## src/rtl/pll_calc_pkg.sv

```systemverilog
package pll_calc_pkg;

    localparam int unsigned QTR_PER_KHZ = 4;
    localparam int unsigned OFFSET_KHZ  = 21700;
    localparam int unsigned REF_KHZ     = 21250;
    localparam int unsigned OFFSET_Q    = OFFSET_KHZ * QTR_PER_KHZ;
    localparam int unsigned REF_Q       = REF_KHZ * QTR_PER_KHZ;
    localparam int unsigned STEP_W      = 7;
    localparam int unsigned NCNT_W      = 11;
    localparam int unsigned ACNT_W      = 7;
    localparam int unsigned RCNT_W      = 14;
    localparam int unsigned NCNT_MIN    = 3;
    localparam int unsigned NCNT_MAX    = 2047;

    typedef enum logic [2:0] {
        ST_IDLE,
        ST_OFFSET,
        ST_DIVIDE,
        ST_SPLIT,
        ST_FINISH
    } calc_state_e;

    // Step size in quarter-kHz units; the illegal code maps to a safe divisor.
    function automatic logic [STEP_W-1:0] step_units(input logic [1:0] sel);
        logic [STEP_W-1:0] u;
        unique case (sel)
            2'b00:   u = STEP_W'(100);
            2'b01:   u = STEP_W'(50);
            2'b10:   u = STEP_W'(25);
            default: u = STEP_W'(25);
        endcase
        return u;
    endfunction

    function automatic logic [RCNT_W-1:0] ref_ratio(input logic [1:0] sel);
        logic [RCNT_W-1:0] r;
        if (sel == 2'b11) r = '0;
        else              r = RCNT_W'(REF_Q / int'(step_units(sel)));
        return r;
    endfunction

endpackage

```

## src/rtl/pll_restoring_div.sv

```systemverilog
module pll_restoring_div #(
    parameter int unsigned DVD_W = 23,
    parameter int unsigned DVS_W = 7
) (
    input  logic             clk,
    input  logic             rst_n,
    input  logic             start_i,
    input  logic [DVD_W-1:0] dividend_i,
    input  logic [DVS_W-1:0] divisor_i,
    output logic             done_o,
    output logic [DVD_W-1:0] quo_o,
    output logic [DVS_W-1:0] rem_o
);
    localparam int unsigned CNT_W = $clog2(DVD_W + 1);

    logic             run_q;
    logic [CNT_W-1:0] cnt_q;
    logic [DVD_W-1:0] quo_q;
    logic [DVS_W-1:0] rem_q;
    logic [DVS_W:0]   trial;
    logic [DVS_W:0]   diff;
    logic             fits;

    always_comb begin
        trial = {rem_q, quo_q[DVD_W-1]};
        fits  = trial >= {1'b0, divisor_i};
        diff  = trial - {1'b0, divisor_i};
    end

    always_ff @(posedge clk or negedge rst_n) begin
        if (!rst_n) begin
            run_q  <= 1'b0;
            cnt_q  <= '0;
            quo_q  <= '0;
            rem_q  <= '0;
            done_o <= 1'b0;
        end else if (start_i) begin
            run_q  <= 1'b1;
            cnt_q  <= CNT_W'(DVD_W);
            quo_q  <= dividend_i;
            rem_q  <= '0;
            done_o <= 1'b0;
        end else if (run_q) begin
            quo_q <= {quo_q[DVD_W-2:0], fits};
            rem_q <= fits ? diff[DVS_W-1:0] : trial[DVS_W-1:0];
            cnt_q <= cnt_q - CNT_W'(1);
            if (cnt_q == CNT_W'(1)) begin
                run_q  <= 1'b0;
                done_o <= 1'b1;
            end
        end else begin
            done_o <= 1'b0;
        end
    end

    assign quo_o = quo_q;
    assign rem_o = rem_q;

    // the partial remainder of a restoring divider never reaches the divisor
    p_rem_below_r7: assert property (@(posedge clk) disable iff (!rst_n)
        run_q |-> (rem_q < divisor_i));

    p_done_once_r5: assert property (@(posedge clk) disable iff (!rst_n)
        done_o |=> !done_o);

endmodule

```

## src/rtl/pll_count_split.sv

```systemverilog
module pll_count_split #(
    parameter int unsigned Q_W = 23
) (
    input  logic                               m128_i,
    input  logic [Q_W-1:0]                     total_i,
    output logic [Q_W-1:0]                     main_o,
    output logic [pll_calc_pkg::ACNT_W-1:0]    swal_o,
    output logic                               legal_o
);
    import pll_calc_pkg::*;

    logic [Q_W-1:0] main64, main128;
    logic [ACNT_W-1:0] swal64, swal128;

    // Power-of-two modulus: shift for the main count, mask for the swallow count.
    assign main64  = total_i >> 6;
    assign main128 = total_i >> 7;
    assign swal64  = {1'b0, total_i[5:0]};
    assign swal128 = total_i[6:0];

    always_comb begin
        main_o  = m128_i ? main128 : main64;
        swal_o  = m128_i ? swal128 : swal64;
        legal_o = (main_o >= Q_W'(NCNT_MIN)) && (main_o <= Q_W'(NCNT_MAX))
                  && (Q_W'(swal_o) < main_o);
    end

endmodule

```

## src/rtl/pll_chan_calc.sv

```systemverilog
module pll_chan_calc #(
    parameter int unsigned CH_W = 21
) (
    input  logic                              clk,
    input  logic                              rst_n,
    input  logic                              start_i,
    input  logic [CH_W-1:0]                   chan_khz_i,
    input  logic [1:0]                        step_sel_i,
    input  logic                              m128_i,
    output logic                              busy_o,
    output logic                              done_o,
    output logic                              err_o,
    output logic [pll_calc_pkg::NCNT_W-1:0]   n_cnt_o,
    output logic [pll_calc_pkg::ACNT_W-1:0]   a_cnt_o,
    output logic [pll_calc_pkg::RCNT_W-1:0]   r_cnt_o
);
    import pll_calc_pkg::*;

    localparam int unsigned VCO_W   = CH_W + 2;
    localparam int unsigned LAT_MAX = VCO_W + 4;
    localparam int unsigned LAT_W   = $clog2(LAT_MAX + 1);

    calc_state_e state_q, state_d;

    logic [CH_W-1:0]   ch_q;
    logic [1:0]        step_q;
    logic              m128_q;
    logic              bad_q;
    logic [VCO_W-1:0]  chan_q4;
    logic              under;
    logic [VCO_W-1:0]  dividend;
    logic [STEP_W-1:0] divisor;
    logic              div_done;
    logic [VCO_W-1:0]  quo;
    logic [STEP_W-1:0] rem;
    logic [VCO_W-1:0]  main_cnt;
    logic [ACNT_W-1:0] swal_cnt;
    logic              split_ok;
    logic [LAT_W-1:0]  lat_q;

    // Offset removal in quarter-kHz units; a channel at or below the offset is flagged.
    always_comb begin
        chan_q4  = {ch_q, 2'b00};
        under    = chan_q4 <= VCO_W'(OFFSET_Q);
        dividend = under ? '0 : (chan_q4 - VCO_W'(OFFSET_Q));
        divisor  = step_units(step_q);
    end

    pll_restoring_div #(
        .DVD_W (VCO_W),
        .DVS_W (STEP_W)
    ) u_div (
        .clk        (clk),
        .rst_n      (rst_n),
        .start_i    (state_q == ST_OFFSET),
        .dividend_i (dividend),
        .divisor_i  (divisor),
        .done_o     (div_done),
        .quo_o      (quo),
        .rem_o      (rem)
    );

    pll_count_split #(
        .Q_W (VCO_W)
    ) u_split (
        .m128_i  (m128_q),
        .total_i (quo),
        .main_o  (main_cnt),
        .swal_o  (swal_cnt),
        .legal_o (split_ok)
    );

    // State register
    always_ff @(posedge clk or negedge rst_n) begin
        if (!rst_n) state_q <= ST_IDLE;
        else        state_q <= state_d;
    end

    // Transitions
    always_comb begin
        state_d = state_q;
        unique case (state_q)
            ST_IDLE:   if (start_i)  state_d = ST_OFFSET;
            ST_OFFSET: state_d = ST_DIVIDE;
            ST_DIVIDE: if (div_done) state_d = ST_SPLIT;
            ST_SPLIT:  state_d = ST_FINISH;
            ST_FINISH: state_d = ST_IDLE;
            default:   state_d = ST_IDLE;
        endcase
    end

    // Request capture and registered results
    always_ff @(posedge clk or negedge rst_n) begin
        if (!rst_n) begin
            ch_q    <= '0;
            step_q  <= '0;
            m128_q  <= 1'b0;
            bad_q   <= 1'b0;
            err_o   <= 1'b0;
            n_cnt_o <= '0;
            a_cnt_o <= '0;
            r_cnt_o <= '0;
        end else begin
            unique case (state_q)
                ST_IDLE: if (start_i) begin
                    ch_q   <= chan_khz_i;
                    step_q <= step_sel_i;
                    m128_q <= m128_i;
                end
                ST_OFFSET: bad_q <= under || (step_q == 2'b11);
                ST_SPLIT: begin
                    n_cnt_o <= main_cnt[NCNT_W-1:0];
                    a_cnt_o <= swal_cnt;
                    r_cnt_o <= ref_ratio(step_q);
                    err_o   <= bad_q || (rem != '0) || !split_ok;
                end
                default: ;
            endcase
        end
    end

    assign busy_o = state_q != ST_IDLE;
    assign done_o = state_q == ST_FINISH;

    // Cycle counter for the latency window check
    always_ff @(posedge clk or negedge rst_n) begin
        if (!rst_n)                lat_q <= '0;
        else if (state_q == ST_IDLE) lat_q <= '0;
        else if (lat_q != LAT_W'(LAT_MAX)) lat_q <= lat_q + LAT_W'(1);
    end

    p_done_pulse_r5: assert property (@(posedge clk) disable iff (!rst_n)
        done_o |=> (!done_o && !busy_o));

    p_done_in_busy_r5: assert property (@(posedge clk) disable iff (!rst_n)
        done_o |-> busy_o);

    p_latency_r6: assert property (@(posedge clk) disable iff (!rst_n)
        busy_o |-> (lat_q < LAT_W'(LAT_MAX)));

    p_ignore_start_r10: assert property (@(posedge clk) disable iff (!rst_n)
        (busy_o && start_i) |=> ($stable(ch_q) && $stable(step_q) && $stable(m128_q)));

    p_legal_counts_r8: assert property (@(posedge clk) disable iff (!rst_n)
        (done_o && !err_o) |-> ((n_cnt_o >= NCNT_W'(NCNT_MIN)) && (NCNT_W'(a_cnt_o) < n_cnt_o)));

    p_ref_ratio_r3: assert property (@(posedge clk) disable iff (!rst_n)
        (done_o && !err_o) |-> ((32'(r_cnt_o) * 32'(step_units(step_q))) == REF_Q));

endmodule

```

## config.mk

```make
export PLATFORM = sky130hd
export DESIGN_NAME = pll_chan_calc
export DESIGN_NICKNAME = d
export VERILOG_FILES = /design/src/rtl/pll_calc_pkg.sv /design/src/rtl/pll_restoring_div.sv /design/src/rtl/pll_count_split.sv /design/src/rtl/pll_chan_calc.sv
export SDC_FILE = /design/constraint.sdc
export NUM_CORES = 1
export LEC_CHECK = 0
export ABC_AREA = 1
export BUFFER_PORTS_ARGS = -buffer_cell sky130_fd_sc_hd__buf_4
export CORE_ASPECT_RATIO = 0.8
export CORE_MARGIN = 2
export CORE_UTILIZATION = 53
export DETAILED_ROUTE_END_ITERATION = 12
export MAX_ROUTING_LAYER = met4
export PLACE_DENSITY_LB_ADDON = 0.05
export SLEW_MARGIN = 10
export SYNTH_ARGS = -nofsm -noshare
export SYNTH_HDL_FRONTEND = slang
export SYNTH_SLANG_ARGS = --single-unit
```

## constraint.sdc

```tcl
create_clock -name clk -period 2.7 [get_ports clk]
set_input_delay 0.405 -clock clk [delete_from_list [all_inputs] [get_ports clk]]
set_output_delay 0.405 -clock clk [all_outputs]
set_load 0.02 [all_outputs]
```

Yosys cells after proc, flatten, opt, wreduce, memory -nomap -nowiden:

Cells that the tools add are included.

* add/subtract/negate cells: 3
* divide/modulo/power cells: 1
* magnitude comparators: 5
* equality and inequality tests: 10
* muxes and demuxes: 23
* reduce and logical (&&, ||, !) cells: 13

Operator list (count)
* 23-bit 2-to-1 mux: 3
* 7-bit 2-to-1 mux: 6
* 17-bit by 7-bit divider with 32-bit output, first input constant: 1
* 23-bit by 2-bit greater-or-equal comparator with 1-bit output, second input constant: 1
* 23-bit by 11-bit less-or-equal comparator with 1-bit output, second input constant: 1
* 23-bit by 17-bit less-or-equal comparator with 1-bit output, second input constant: 1
* 23-bit by 17-bit subtractor with 23-bit output, second input constant: 1
* 7-bit by 17-bit less-than comparator with 1-bit output: 1
* 17-bit 2-to-1 mux: 1
* 14-bit 2-to-1 mux: 1
* 7-bit case mux with 2 select lines: 1
* 3-bit case mux with 4 select lines: 1
* 5-bit 2-to-1 mux: 2
* 8-bit by 7-bit greater-or-equal comparator with 1-bit output: 1
* 7-bit nonzero test: 1
* 7-bit subtractor: 1
* 3-bit by 2-bit equality test with 1-bit output, second input constant: 2
* 1-bit 2-to-1 mux: 6
* 3-bit 2-to-1 mux: 2
* 5-bit by 1-bit equality test with 1-bit output, second input constant: 1
* 5-bit by 1-bit subtractor with 5-bit output, second input constant: 1
* 2-bit AND reduction: 2
* 3-bit by 1-bit equality test with 1-bit output, second input constant: 1
* 3-bit equality test, second input constant: 1
* 12 further kinds: 15

* register bits: 98
* bits of input ports: 27
* word-level logic and storage cells: 69

Depth between registers and ports, before layout:

* depth in word-level cells: 6
* gate-level depth with buffers: 15
* gate-level depth less buffers: 14

Hierarchy:

From an unflattened synthesis, not the netlist that was laid out.

* cells, all modules: 829
* area total of the unflattened synthesis: 6073.3 sq um

Modules (own cells, without submodules)
* pll_chan_calc: instances 1, cells each 433, area an instance 3233.1 sq um, seq. area each 1401.3 sq um
* pll_restoring_div: instances 1, cells each 253, area an instance 2128.3 sq um, seq. area each 925.9 sq um
* pll_count_split: instances 1, cells each 143, area an instance 711.9 sq um, seq. area each 0.0 sq um

Worst setup path after synthesis:

No wires, ideal clock.

* kind: register to register
* from: reg step_q[0]
* to: reg u_div.rem_q[5] (netlist: u_div.rem_o[5])
* arrival time: 2.408 ns
* required time: 2.582 ns
* slack: 0.174 ns
* stages on the path, launching flop included: 15
* clock period less this slack: 2.526 ns
* cell sequence: dfrtp_1 -> inv_1 -> ha_1 -> inv_1 -> ha_1 -> ha_1 -> inv_1 -> fa_1 -> nand3_1 -> nand2_1 -> nand2_1 -> nand3_2 -> or2_2 -> nand3_1 -> nand2_1

* longest elaborated chain between the ends: 6
* elaborated cells between the ends (all ways): 8
* those cells by class: add/sub: 1; order compare: 1; eq/ne: 1; mux: 4; reduce/logical: 1

RTL lines
* from (decl): line pll_chan_calc.sv:26 `logic [1:0] step_q;`
* from (signal assigned): line pll_chan_calc.sv:107 `step_q <= step_sel_i;`
* 2-bit by 1-bit equality test with 1-bit output / 2-bit logical NOT (equally long branches): line pll_calc_pkg.sv:26 `unique case (sel)`
* 7-bit case mux with 2 select lines *: line pll_calc_pkg.sv:26
* 7-bit subtractor / 8-bit by 7-bit greater-or-equal comparator with 1-bit output (equally long branches): line pll_restoring_div.sv:27, pll_restoring_div.sv:26
* 7-bit 2-to-1 mux *: line pll_restoring_div.sv:45 `rem_q <= fits ? diff[DVS_W-1:0] : trial[DVS_W-1:0];`
* 7-bit 2-to-1 mux *: line pll_restoring_div.sv:43 `end else if (run_q) begin`
* 7-bit 2-to-1 mux *: line pll_restoring_div.sv:37 `end else if (start_i) begin`
* to (signal assigned): line pll_restoring_div.sv:45
* to (decl): line pll_restoring_div.sv:19 `logic [DVS_W-1:0] rem_q;`

Every way passes the cells marked *; elsewhere a longest branch is shown, timed or not. The select of a mux whose other input is x is not followed.
A chain may end at the register's enable or synchronous reset.

Final worst setup path:

Ends and elaborated chain as after synthesis.

==> flow_metrics.env <==
export IMPL_seq_area_frac_synth_pct=42.9
export IMPL_multi_input_area_um2=2650
export IMPL_rsz0062_at_grt="false"
export IMPL_cp_arrival_ps=2770
export IMPL_maxCapViolations=0
export IMPL_cts_path_max_buffers=2
export IMPL_h_tree_depth=3
export IMPL_synth_xor_area_share_pct=1.45
export IMPL_maxClockFrequency_mhz=394
export IMPL_finalCritPeriodShare_pct=94.0
export IMPL_grt_max_degree=54
export IMPL_synth_edf_count=0
export IMPL_fill_cells=926
export IMPL_synthSimpleGateAreaFrac_pct=25.0
export IMPL_preCtsSetupSlack_ps=-15.1
export IMPL_yosys_register_bits=93
export IMPL_crit_path_end_kind="register"
export IMPL_first_global_vias=4361
export IMPL_drt_antenna_violating_nets=0
export IMPL_core_area_um2=10100
export IMPL_cts_buffers=9
export IMPL_grt_pass1_wl_um=21300
export IMPL_cts_root_buf="clkbuf_16"
export IMPL_netlist_cell_type_count=38
export IMPL_p_leak_uw=0.00328
export IMPL_drt_total_wl_um=12700
export IMPL_path_class="reg -> reg"
export IMPL_top_layer_used="met4"
export IMPL_grt_ovfl_total=0
export IMPL_setup_viol=0
export IMPL_met3_wirelength_um=670
export IMPL_netlist_instances=699
export IMPL_dp_cells=887
export IMPL_drt_vias_per_instance=5.17
export IMPL_area_growth_pct=17.7
export IMPL_worst_pin_slew_ps=673
export IMPL_insertion_delay_ps=340
export IMPL_pin_count=62
export IMPL_power_uw=8930
export IMPL_n_antenna_cell=0
export IMPL_startpoint_type="register"
export IMPL_synth_compound_area_share_pct=14.8
export IMPL_drt_iter0_drc=275
export IMPL_slew_headroom_pct=55.1
export IMPL_whs_ps=96.8
export IMPL_ir_drop_mv=0.872
export IMPL_period_needed_ps=2540
export IMPL_rows=33
export IMPL_drive_gt1_share_pct=17.0
export IMPL_drt_wirelength_per_cell_um=14.0
export IMPL_wirelength_met1_um=6430
export IMPL_grt_usage_pct=25.5
export IMPL_drc_errors=0
export IMPL_synthMuxAreaShare_pct=0.622
export IMPL_synth_top_family_by_area="simple AND/OR/NAND/NOR gates"
export IMPL_clkSinkCount=93
export IMPL_synth_area_leaders="dfrtp_1, nand2_1, ha_1, inv_1, nor2_1"
export IMPL_cp_required_ps=2930
export IMPL_portBuffers=61
export IMPL_place_congestion=0.953
export IMPL_finalNetCount=815
export IMPL_yosys_area_share_adder_pct=6.59
export IMPL_die_area_um2=11100
export IMPL_synth_largest_area_cell="dfrtp_1"
export IMPL_final_common_cell="nand2_1"
export IMPL_final_cell_mix="nand2_1, dfrtp_1, inv_1"
export IMPL_hold_viol_final=0
export IMPL_die_h_um=94.5
export IMPL_seqCellArea_um2=2330
export IMPL_grt_antenna_before_repair=0
export IMPL_finalClockSkew_ps=5.97
export IMPL_dpl_hpwl_um=9550
export IMPL_final_core_util_pct=63.1
export IMPL_cts_clk_slew_worst_paths_ps=60
export IMPL_initial_core_util_pct=53.7
export IMPL_hold_path_class="in -> async"
export IMPL_instances_no_fill=904
export IMPL_synth_fp_nets=754
export IMPL_syn_avg_cell_area_um2=7.76
export IMPL_fin_ws_ps=161
export IMPL_die_width_um=117
export IMPL_tritoncts="done"
export IMPL_ys_flop_type="dfrtp_1"
export IMPL_outcome="complete, no violations"
export IMPL_p_per_area_nw_per_um2=1400
export IMPL_yosys_warnings=0
export IMPL_syn_area_um2=5430
export IMPL_first_pass_iters=5
export IMPL_wl_met2_um=5480
export IMPL_slew_viol_final=0
export IMPL_crit_path_max_fanout=4
export IMPL_synth_async_reset_ratio_pct=100
export IMPL_yosysTopAreaCellShare_pct=42.9
export IMPL_vias=4676
-- final timing paths --
check | from | end | slack [ps] | depth (start not counted)
setup / recovery | step_q[0] | u_div.rem_o[5] | 160 | 14
hold / removal | rst_n | ch_q[0] | 100 | 1
setup reg to reg | step_q[0] | u_div.rem_o[5] | 160 | 14
hold reg to reg | r_cnt_o[10] | r_cnt_o[10] | 480 | 2
max in group asynchronous | rst_n | u_div.rem_o[6] | 1930 | 2
min in group clk | m128_i | m128_q | 290 | 2
-- report_power, final --
group | total (µW) | internal, µW | switching, µW
registers | 2620 | 2060 | 566
clock network | 1460 | 930 | 531
logic | 4850 | 1910 | 2940
-- final cells by class --
| cell class | count | area share [%] |
|---|---|---|
| Clock inverter | 5 | 1.68 |
| Multi-Input combinational cell | 495 | 41.5 |
| Timing Repair Buffer | 72 | 8.66 |
| Clock buffer | 10 | 3.74 |
| Sequential cell | 93 | 36.4 |
| Inverter | 89 | 5.23 |
| Tap cell | 140 | 2.74 |
-- cell usage after synthesis, types with 8 or more instances --
cell / number
nand3_1: 34
ha_1: 27
o21ai_0: 41
dfrtp_1: 93
o21bai_2: 12
a21oi_1: 37
buf_2: 8
inv_1: 82
nor2_1: 76
nand2_1: 182
o22ai_1: 22
-- stage by stage --
step / TNS, ps / instance area (µm²)
4_1_cts: 0 / 6360
2_1_floorplan: 0 / 5430
3_3_place_gp: 0 / 6010
5_1_grt: 0 / 6390
3_5_place_dp: -15.5 / 6010
6_report: 0 / 6390
-- sequential cells by signal, summed over array words and instances (netlist names) --
signal and count:
r_cnt_o 9, a_cnt_o 7, m128_q 1, ch_q 21
u_div.run_q 1, state_q 3, n_cnt_o 11, u_div.quo_o 23
u_div.done_o 1, bad_q 1, step_q 2, err_o 1
u_div.cnt_q 5, u_div.rem_o 7
-- layer usage --
metal  track usage, %  up-vias
li1                 -     2379
met1             37.6     2153
met2             36.5      136
met3             6.03        8
met4             4.02        0
met5                -        -
-- critical path, cell delays in order (launching register included) --
cell	delay, ps
dfrtp_1	410
buf_4	150
ha_1	220
inv_2	80
ha_4	160
ha_1	170
inv_1	80
fa_2	360
nand3_1	80
nand2_1	110
nand2_1	110
nand3_2	100
or2_2	280
nand3_1	80
nand2_1	50
-- repair_timing --
item	4_1_cts	5_1_grt
hold buffers	0	0
endpoints found under the setup margin	5	8
gates cloned	0	0
setup buffers	0	2
resized for setup	1	7
-- logic make-up after synthesis --
logic type | after synthesis
AND/OR/NAND/NOR | 323
AO/OA/AOI/OAI | 132
buffers and inverters | 111
flip-flops | 93
adder cells (fa/ha/maj) | 28
XOR/XNOR | 9
multiplexers | 3
Power figures use the tool's default switching activity.
